<file path="config.mk">
export PLATFORM = sky130hd
export DESIGN_NAME = ppu_pack_unpack
export DESIGN_NICKNAME = d
export VERILOG_FILES = /design/src/rtl/ppu_pkg.sv /design/src/rtl/ppu_sat_narrow.sv /design/src/rtl/ppu_pack.sv /design/src/rtl/ppu_interleave.sv /design/src/rtl/ppu_pack_unpack.sv
export SDC_FILE = /design/constraint.sdc
export NUM_CORES = 1
export LEC_CHECK = 0
export ABC_AREA = 0
export BUFFER_PORTS_ARGS = -buffer_cell sky130_fd_sc_hd__buf_4
export CAP_MARGIN = 20
export CORE_MARGIN = 2
export CORE_UTILIZATION = 40
export DETAILED_ROUTE_END_ITERATION = 7
export GPL_TIMING_DRIVEN = 1
export PLACE_DENSITY_LB_ADDON = 0.25
export SLEW_MARGIN = 10
export SYNTH_ARGS = -nofsm -noshare
export SYNTH_HDL_FRONTEND = slang
export SYNTH_HIERARCHICAL = 1
export SYNTH_SLANG_ARGS = --single-unit
</file>
<file path="constraint.sdc">
create_clock -name vclk -period 7.45
set_input_delay 1.49 -clock vclk [all_inputs]
set_output_delay 1.49 -clock vclk [all_outputs]
set_load 0.05 [all_outputs]
</file>
<file path="src/rtl/ppu_pkg.sv">
package ppu_pkg;

   // Opcode byte values decoded by the unit
   localparam logic [7:0] OPC_ILV_LO_8  = 8'h60;
   localparam logic [7:0] OPC_ILV_LO_16 = 8'h61;
   localparam logic [7:0] OPC_ILV_LO_32 = 8'h62;
   localparam logic [7:0] OPC_NAR_S16   = 8'h63;
   localparam logic [7:0] OPC_NAR_U16   = 8'h67;
   localparam logic [7:0] OPC_ILV_HI_8  = 8'h68;
   localparam logic [7:0] OPC_ILV_HI_16 = 8'h69;
   localparam logic [7:0] OPC_ILV_HI_32 = 8'h6A;
   localparam logic [7:0] OPC_NAR_S32   = 8'h6B;

   // Number of interleave element sizes (8, 16, 32)
   localparam int ILV_SIZES = 3;

   typedef enum logic [2:0] {
      SEL_NONE,
      SEL_NAR_S16,
      SEL_NAR_U16,
      SEL_NAR_S32,
      SEL_ILV_LO,
      SEL_ILV_HI
   } sel_e;

endpackage

</file>
<file path="src/rtl/ppu_sat_narrow.sv">
module ppu_sat_narrow #(
   parameter int IN_W         = 16,
   parameter int OUT_W        = 8,
   parameter bit UNSIGNED_OUT = 1'b0
) (
   input  logic [IN_W-1:0]  lane_i,
   output logic [OUT_W-1:0] lane_o
);

   generate
      if (IN_W < OUT_W + 2) begin : g_bad_width
         $error("ppu_sat_narrow: IN_W must exceed OUT_W by at least two");
      end

      if (UNSIGNED_OUT) begin : g_uns
         logic above;
         assign above = |lane_i[IN_W-2:OUT_W];
         always_comb begin
            if (lane_i[IN_W-1])
               lane_o = '0;
            else if (above)
               lane_o = '1;
            else
               lane_o = lane_i[OUT_W-1:0];
         end
      end else begin : g_sgn
         localparam int TOP_W = IN_W - OUT_W + 1;
         logic [TOP_W-1:0] top_bits;
         logic             fits;
         assign top_bits = lane_i[IN_W-1:OUT_W-1];
         assign fits     = (top_bits == '0) || (top_bits == '1);
         always_comb begin
            if (fits)
               lane_o = lane_i[OUT_W-1:0];
            else
               lane_o = {lane_i[IN_W-1], {(OUT_W-1){~lane_i[IN_W-1]}}};
         end
      end
   endgenerate

endmodule

</file>
<file path="src/rtl/ppu_pack.sv">
module ppu_pack #(
   parameter int DATA_W       = 64,
   parameter int IN_W         = 16,
   parameter bit UNSIGNED_OUT = 1'b0
) (
   input  logic [DATA_W-1:0] a_i,
   input  logic [DATA_W-1:0] b_i,
   output logic [DATA_W-1:0] res_o
);

   localparam int OUT_W = IN_W / 2;
   localparam int LANES = DATA_W / IN_W;

   generate
      if (DATA_W % IN_W != 0) begin : g_bad_lanes
         $error("ppu_pack: DATA_W must be a multiple of IN_W");
      end

      for (genvar i = 0; i < LANES; i++) begin : g_lane
         ppu_sat_narrow #(
            .IN_W(IN_W), .OUT_W(OUT_W), .UNSIGNED_OUT(UNSIGNED_OUT)
         ) u_nar_a (
            .lane_i(a_i[i*IN_W +: IN_W]),
            .lane_o(res_o[i*OUT_W +: OUT_W])
         );
         ppu_sat_narrow #(
            .IN_W(IN_W), .OUT_W(OUT_W), .UNSIGNED_OUT(UNSIGNED_OUT)
         ) u_nar_b (
            .lane_i(b_i[i*IN_W +: IN_W]),
            .lane_o(res_o[(LANES+i)*OUT_W +: OUT_W])
         );
      end
   endgenerate

endmodule

</file>
<file path="src/rtl/ppu_interleave.sv">
module ppu_interleave #(
   parameter int DATA_W = 64,
   parameter int ELEM_W = 8,
   parameter bit HIGH   = 1'b0
) (
   input  logic [DATA_W-1:0] a_i,
   input  logic [DATA_W-1:0] b_i,
   output logic [DATA_W-1:0] res_o
);

   localparam int ELEMS = DATA_W / ELEM_W;
   localparam int PAIRS = ELEMS / 2;
   localparam int BASE  = HIGH ? PAIRS : 0;

   generate
      if (ELEMS < 2 || DATA_W % ELEM_W != 0) begin : g_bad_elem
         $error("ppu_interleave: DATA_W must hold an even number of elements");
      end

      for (genvar i = 0; i < PAIRS; i++) begin : g_pair
         assign res_o[(2*i)*ELEM_W   +: ELEM_W] = a_i[(BASE+i)*ELEM_W +: ELEM_W];
         assign res_o[(2*i+1)*ELEM_W +: ELEM_W] = b_i[(BASE+i)*ELEM_W +: ELEM_W];
      end
   endgenerate

endmodule

</file>
<file path="src/rtl/ppu_pack_unpack.sv">
module ppu_pack_unpack #(
   parameter int DATA_W = 64,
   parameter int OP_W   = 8
) (
   input  logic [OP_W-1:0]   opcode_i,
   input  logic [DATA_W-1:0] a_i,
   input  logic [DATA_W-1:0] b_i,
   output logic [DATA_W-1:0] result_o,
   output logic              illegal_o
);
   import ppu_pkg::*;

   localparam logic [OP_W-1:0] K_LO8  = OP_W'(OPC_ILV_LO_8);
   localparam logic [OP_W-1:0] K_LO16 = OP_W'(OPC_ILV_LO_16);
   localparam logic [OP_W-1:0] K_LO32 = OP_W'(OPC_ILV_LO_32);
   localparam logic [OP_W-1:0] K_S16  = OP_W'(OPC_NAR_S16);
   localparam logic [OP_W-1:0] K_U16  = OP_W'(OPC_NAR_U16);
   localparam logic [OP_W-1:0] K_HI8  = OP_W'(OPC_ILV_HI_8);
   localparam logic [OP_W-1:0] K_HI16 = OP_W'(OPC_ILV_HI_16);
   localparam logic [OP_W-1:0] K_HI32 = OP_W'(OPC_ILV_HI_32);
   localparam logic [OP_W-1:0] K_S32  = OP_W'(OPC_NAR_S32);

   generate
      if (DATA_W < 64 || DATA_W % 64 != 0) begin : g_bad_data
         $error("ppu_pack_unpack: DATA_W must be a positive multiple of 64");
      end
      if (OP_W < 8) begin : g_bad_op
         $error("ppu_pack_unpack: OP_W must be at least 8");
      end
   endgenerate

   logic [DATA_W-1:0] nar_s16, nar_u16, nar_s32;
   logic [DATA_W-1:0] ilv_lo [ILV_SIZES];
   logic [DATA_W-1:0] ilv_hi [ILV_SIZES];
   sel_e              sel;
   logic [1:0]        size_idx;

   ppu_pack #(.DATA_W(DATA_W), .IN_W(16), .UNSIGNED_OUT(1'b0)) u_pack_s16 (
      .a_i(a_i), .b_i(b_i), .res_o(nar_s16));
   ppu_pack #(.DATA_W(DATA_W), .IN_W(16), .UNSIGNED_OUT(1'b1)) u_pack_u16 (
      .a_i(a_i), .b_i(b_i), .res_o(nar_u16));
   ppu_pack #(.DATA_W(DATA_W), .IN_W(32), .UNSIGNED_OUT(1'b0)) u_pack_s32 (
      .a_i(a_i), .b_i(b_i), .res_o(nar_s32));

   generate
      for (genvar s = 0; s < ILV_SIZES; s++) begin : g_ilv
         ppu_interleave #(.DATA_W(DATA_W), .ELEM_W(8 << s), .HIGH(1'b0)) u_lo (
            .a_i(a_i), .b_i(b_i), .res_o(ilv_lo[s]));
         ppu_interleave #(.DATA_W(DATA_W), .ELEM_W(8 << s), .HIGH(1'b1)) u_hi (
            .a_i(a_i), .b_i(b_i), .res_o(ilv_hi[s]));
      end
   endgenerate

   // Opcode decode
   always_comb begin
      sel      = SEL_NONE;
      size_idx = 2'd0;
      case (opcode_i)
         K_LO8:   begin sel = SEL_ILV_LO; size_idx = 2'd0; end
         K_LO16:  begin sel = SEL_ILV_LO; size_idx = 2'd1; end
         K_LO32:  begin sel = SEL_ILV_LO; size_idx = 2'd2; end
         K_HI8:   begin sel = SEL_ILV_HI; size_idx = 2'd0; end
         K_HI16:  begin sel = SEL_ILV_HI; size_idx = 2'd1; end
         K_HI32:  begin sel = SEL_ILV_HI; size_idx = 2'd2; end
         K_S16:   sel = SEL_NAR_S16;
         K_U16:   sel = SEL_NAR_U16;
         K_S32:   sel = SEL_NAR_S32;
         default: sel = SEL_NONE;
      endcase
   end

   // Result selection
   always_comb begin
      illegal_o = 1'b0;
      result_o  = '0;
      case (sel)
         SEL_NAR_S16: result_o = nar_s16;
         SEL_NAR_U16: result_o = nar_u16;
         SEL_NAR_S32: result_o = nar_s32;
         SEL_ILV_LO:  result_o = (size_idx == 2'd0) ? ilv_lo[0] :
                                 (size_idx == 2'd1) ? ilv_lo[1] : ilv_lo[2];
         SEL_ILV_HI:  result_o = (size_idx == 2'd0) ? ilv_hi[0] :
                                 (size_idx == 2'd1) ? ilv_hi[1] : ilv_hi[2];
         default:     illegal_o = 1'b1;
      endcase
   end

endmodule

</file>
==> metrics.cfg, run 1 <==
[logic_synthesis]
synth.avg_cell_area_sq_um=7.49
ys_warn_count=6
yosys.area.top_type=buf_4
ys_top_cells_by_area=buf_4, mux2_2, mux2i_1
ys_seq_area_share_pct=0
yosysTopAreaCellShare_pct=27.5
netlist_area_sq_um=10600
syn_inst=1413
synth_fp_nets=1549
yosysUniqueCellTypes=44

[detailed_routing]
drc=0
avgViaCountPerCell=6.58
dr.pass1.iters=6
num_vias=9495
ant_nets=0
wl_per_cell_um=25.4
drt_iter0_drc=1381
wl_um=36600

[floorplan]
rows=59
pin_count=201
die_y_um=167
core-area_sq_um=26000
die-area_sq_um=27800
die_w_um=167
start_util_pct=40.7

[final_layout]
postLayoutCoreUtil_pct=34.8
nNetsFinal=1246
final_cell_area_sq_um=9050
final_cell_mix=buf_4, nor2_1, mux2_2
register_area_sq_um=0
num_antenna_cells=0
num-clock-buffers=0
layout.cells.non_filler=1443
syn2layout_area_growth_pct=-14.4
seq_cells=0
final_common_cell=buf_4
drive_gt1_share_pct=34.1

[sta]
worst_slew_margin_rel_pct=19.5
hold_viol_final=0
holdWs_ns=3.42
min_period_ns=5.53
layout_setup_ws_ns=1.92
rsz0062_at_grt=false
setup_viol=0
fin_setup_tns_ns=0
fin_crit_sh_pct=74.2
slew_violations=0
max_freq_mhz=181
worst_slew_pin_slew_ns=1.21

[grt]
gr-total-overflow=0
grt_max_degree=71
grt_pass1_vias=8504
grt_pass1_wl_um=55200
grt_util_all_layers_pct=24.8
grt_antenna_before_repair=0

[critical_path]
crit_type=primary input to primary output
critPathCaptureType=primary output
cp.arrival_ns=4.04
cp-startpoint=opcode_i[1]
cp.required_ns=5.96
critical_path_peak_fanout=46
start_kind=primary input

[placed_design]
globalplace.congestion=0.890
dp.cells=1443
io_buffers=201
dpl.hpwl_um=26500
place_worst_setup_slack_ns=2.02
place_area_sq_um=9050

[job]
maxCapViolations=0

[clock_tree]
ctsHoldBuffers=0
cts_resized=0
cts_setup_buffers=0

[power_and_ir_drop]
power_uw=490
ir_drop_v=0.0000324
powerDensity_nw_per_um2=54.1
leakage_nw=3.73

[outcome]
status=finished, final reports clean

[min_path]
hp-class=primary input to primary output
min_from=a_i[39]

-- worst paths after layout --
kind | end | slack [ns] | depth (start not counted)
max | result_o[46] | 1.92 | 7
min | result_o[7] | 3.42 | 3
-- power by group --
part,internal (mW),switching (mW),leakage [nW]
logic,0.205,0.285,3.73
clock network,0,0,0
registers,0,0,0
-- critical path: stages --
cell and delay, ns:
buf_4 0.41, nand2b_2 0.65, buf_4 0.42, o22ai_1 0.34, o22ai_1 0.17, a211o_1 0.32, buf_4 0.19
-- layer usage --
layer	vias up	routed length (um)	track usage [%]
li1	4337	-	-
met1	4579	16900	38.1
met2	560	15800	36.7
met3	19	3730	5.18
met4	0	256	1.54
met5	-	0	0
-- cell type report --
class	instances	area, sq um
Tap cell	335	419
Timing Repair Buffer	211	1590
Multi-Input combinational cell	896	7040
Fill cell	2844	16900
Inverter	1	3.75
-- logic make-up (layout without fill, tap and decap cells) --
| kind of cell | after synthesis | after routing | synth area share (%) |
|---|---|---|---|
| buffers and inverters | 517 | 212 | 33.5 |
| muxes | 192 | 192 | 23.0 |
| AOI/OAI and AO/OA | 382 | 382 | 27.3 |
| and+or+nand+nor | 322 | 322 | 16.2 |
-- cells in the mapped netlist, drive strengths merged, types with 23 or more instances --
library cell	n
buf	453
mux2i	73
clkbuf	63
o221ai	41
nor4	36
a2bb2oi	56
a22oi	23
mux2	87
a31oi	64
nor2	117
a211o	23
nand3	65
o22ai	82
mux4	32
a21o	60
nand2	50
(Power assumes the default switching activity.)
==> run 2, diff against run 1 <==
Clock period 7.45 ns to 4.9 ns, I/O delays scaled along.
==> run 2 against run 1 <==
Die area stayed put. Wire length is 0.50% lower. Non-clock buffer count is 6 higher. Final cell count is 0.42% higher. Critical endpoint is now result_o[28]. Largest cell class unchanged. Largest power group unchanged.
==> metrics.cfg, run 2 (synthesized netlist as in run 1, its figures left out) <==
[outcome]
status=finished, final reports clean

[detailed_routing]
wl_per_cell_um=25.1
ant_nets=0
wl_um=36400
dr.pass1.iters=5
drc=0
drt_iter0_drc=1363
avgViaCountPerCell=6.54
num_vias=9477

[critical_path]
start_kind=primary input
cp.required_ns=3.92
critical_path_peak_fanout=39
cp-startpoint=opcode_i[1]
critPathCaptureType=primary output
cp.arrival_ns=3.36
crit_type=primary input to primary output

[power_and_ir_drop]
ir_drop_v=0.0000392
powerDensity_nw_per_um2=81.8
sequentialPowerShare_pct=0
internal-power_uw=314
leakage_nw=3.77
switching_share_pct=57.9
combPwrFrac_pct=100.0
pwr-share-clk_pct=0
p_switching_uw=431

[grt]
grt_antenna_before_repair=0
gr-total-overflow=0
grt_pass1_vias=8493
grt_util_all_layers_pct=24.6
grt_max_degree=68
grt_pass1_wl_um=55000

[floorplan]
die_w_um=167
pin_count=201
start_util_pct=40.7
die_y_um=167
rows=59
core-area_sq_um=26000
die-area_sq_um=27800

[final_layout]
layout.cells.non_filler=1449
syn2layout_area_growth_pct=-13.8
seq_cells=0
num-clock-buffers=0
num_antenna_cells=0
final_common_cell=buf_4
register_area_sq_um=0
nNetsFinal=1252
drive_gt1_share_pct=34.5
final_cell_mix=buf_4, nor2_1, mux2_2

[sta]
worst_slew_pin_slew_ns=0.768
max_freq_mhz=230
slew_violations=0
setup_viol=0
rsz0062_at_grt=false
min_period_ns=4.34
worst_slew_margin_rel_pct=48.8
fin_setup_tns_ns=0
fin_crit_sh_pct=88.6
hold_viol_final=0

[min_path]
hp-class=primary input to primary output
min_from=a_i[38]

[clock_tree]
ctsHoldBuffers=0
cts_setup_buffers=0
cts_resized=0

[placed_design]
io_buffers=201
dpl.hpwl_um=26900
globalplace.congestion=0.887
dp.cells=1449

[job]
maxCapViolations=0

run 2: cell count changes in the layout (fill, tap and decap cells not counted):
| cell | change |
|---|---|
| buf_4 | +4 |
| nor2b_2 | +1 |
| buf_12 | +2 |
| nor2b_4 | -1 |
run 2: final cells by class:
class | count | area, sq um
repair buffers | 217 | 1660
inverters | 1 | 3.75
fillers | 2792 | 16900
well taps | 335 | 419
multi-input cells | 896 | 7040
run 2: through the flow:
| stage | power [mW] | util, % | worst slack [ns] | hold slack (ns) | cell area [sq um] |
|---|---|---|---|---|---|
| 3_5_place_dp | 0.731 | 35.1 | 0.668 | 2.41 | 9120 |
| 2_1_floorplan | 0.649 | - | 0.921 | 2.42 | 10600 |
| 5_1_grt | 0.793 | 35.1 | 0.509 | 2.43 | 9120 |
| 6_report | 0.746 | 35.1 | 0.560 | 2.41 | 9120 |
| 4_1_cts | 0.733 | 35.1 | 0.654 | 2.41 | 9120 |
| 3_3_place_gp | 0.728 | 35.1 | 0.684 | 2.41 | 9120 |
run 2: power by group through the flow:
stage                     clock [mW]  sequential [mW]  combinational [mW]
after global routing               0                0               0.793
after global placement             0                0               0.728
after floorplan                    0                0               0.649
final                              0                0               0.746
after detailed placement           0                0               0.731
after CTS                          0                0               0.733
run 2: final timing paths:
check                      end  slack, ns  cells after the start
setup / recovery  result_o[28]       0.56                      6
hold / removal     result_o[6]       2.41                      3
run 2: worst max-delay path, cell delays in order:
cell and delay, ns:
buf_4 0.44, nand2b_2 0.55, o22ai_1 0.67, o22ai_1 0.19
a211o_1 0.30, buf_4 0.19
run 2: layer usage:
| metal | vias up | global-route usage (%) | share of wire, % |
|---|---|---|---|
| met5 | - | 0 | 0 |
| met4 | 0 | 1.57 | 0.72 |
| met3 | 20 | 4.13 | 10 |
| met2 | 554 | 37.1 | 43 |
| met1 | 4550 | 38.0 | 45 |
| li1 | 4353 | - | - |
==> run 3, diff against run 2 <==
Settings changed: CORE_UTILIZATION 40 to 36, GPL_TIMING_DRIVEN 1 to 0.
==> run 3 against run 2 <==
Clock-buffer cell count did not move. Largest cell class unchanged. Critical path depth grew 5. Flip-flop and latch count is the same. Combinational power is 38% higher. First-iteration DRC count fell by 7.8%.
==> metrics.cfg, run 3 (synthesized netlist as in run 1, its figures left out) <==
[clock_tree]
cts_setup_buffers=0
ctsHoldBuffers=0
cts_resized=0

[final_layout]
syn2layout_area_growth_pct=18.6
num_antenna_cells=0
drive_gt1_share_pct=50.3
seq_cells=0
num-clock-buffers=0
layout.cells.non_filler=1995
fillers=3072
register_area_sq_um=0
multi_input_area_sq_um=7030
final_common_cell=buf_4
final_cell_mix=buf_4, nor2_1, mux2_2
nNetsFinal=1749

[floorplan]
die_w_um=175
rows=62
pin_count=201
start_util_pct=36.7
die-area_sq_um=30800
die_y_um=175
core-area_sq_um=28900

[critical_path]
crit_end=result_o[45]
start_kind=primary input
crit_type=primary input to primary output
cp.required_ns=3.92
cp-startpoint=b_i[21]
critical_path_peak_fanout=10
critPathCaptureType=primary output
cp.arrival_ns=3.48

[detailed_routing]
ant_nets=0
wl_um=45700
drt_iter0_drc=1257
avgViaCountPerCell=5.76
num_vias=11500
wl_per_cell_um=22.9
dr.pass1.iters=5
drc=0

[grt]
grt_pass1_wl_um=67700
grt_util_all_layers_pct=28.5
grt_pass1_vias=10800
gr-total-overflow=0
grt_antenna_before_repair=1
grt_max_degree=11

[sta]
worst_slew_pin_slew_ns=1.14
setup_viol=0
slew_violations=0
worst_slew_margin_rel_pct=24.0
fin_crit_sh_pct=91.1
rsz0062_at_grt=false
fin_setup_tns_ns=0
max_freq_mhz=224
min_period_ns=4.46
hold_viol_final=0

[job]
maxCapViolations=0

[placed_design]
globalplace.congestion=0.954
dpl.hpwl_um=36100
dp.cells=1995
io_buffers=198

[power_and_ir_drop]
ir_drop_v=0.0000401
powerDensity_nw_per_um2=82.4
leakage_nw=5.89

[min_path]
hp-class=primary input to primary output

[outcome]
status=finished, final reports clean

## run 3: metrics by stage
stage	power (mW)	hold slack, ns	setup WS, ns	instance area, sq um	utilization (%)
after global placement	1.00	2.49	0.509	12500	43.5
after detailed placement	1.01	2.49	0.469	12500	43.5
after global routing	1.09	2.49	0.267	12500	43.5
after floorplan	0.649	2.42	0.921	10600	-
after CTS	1.02	2.49	0.469	12500	43.5
final	1.03	2.48	0.437	12500	43.5
## run 3: worst min path at each step
stage	from	end	slack (ns)	cells after the start
2_1_floorplan	a_i[32]	result_o[0]	2.42	2
3_3_place_gp	a_i[45]	result_o[13]	2.49	4
3_5_place_dp	a_i[38]	result_o[6]	2.49	4
4_1_cts	a_i[38]	result_o[6]	2.49	4
5_1_grt	a_i[38]	result_o[6]	2.49	4
6_report	a_i[38]	result_o[6]	2.48	4
## run 3: critical path: stages
cell and delay [ns]:
buf_4 0.15, nor4_1 0.33, nand3_1 0.20, o21ba_2 0.33, buf_2 0.23, a21o_1 0.17, mux2_2 0.26, a22oi_1 0.14
o22ai_1 0.16, a211o_1 0.33, buf_4 0.19
## run 3: power breakdown
part / internal, mW / leakage, nW / switching (mW)
registers: 0 / 0 / 0
logic: 0.513 / 5.89 / 0.520
clock network: 0 / 0 / 0
total: 0.513 / 5.89 / 0.520
## run 3: layer usage
layer	up-vias	share of wire (%)	global-route usage, %
met1	5520	44	40.8
met2	569	44	45.0
met4	0	2.6	6.89
met3	71	8.9	3.96
li1	5339	-	-
met5	-	0	0
## run 3: final cells by class
class              count  share of cell area [%]
plain buffers        516                    28.2
repair buffers       198                    11.8
well taps            384                    3.83
inverters              1                  0.0299
multi-input cells    896                    56.1
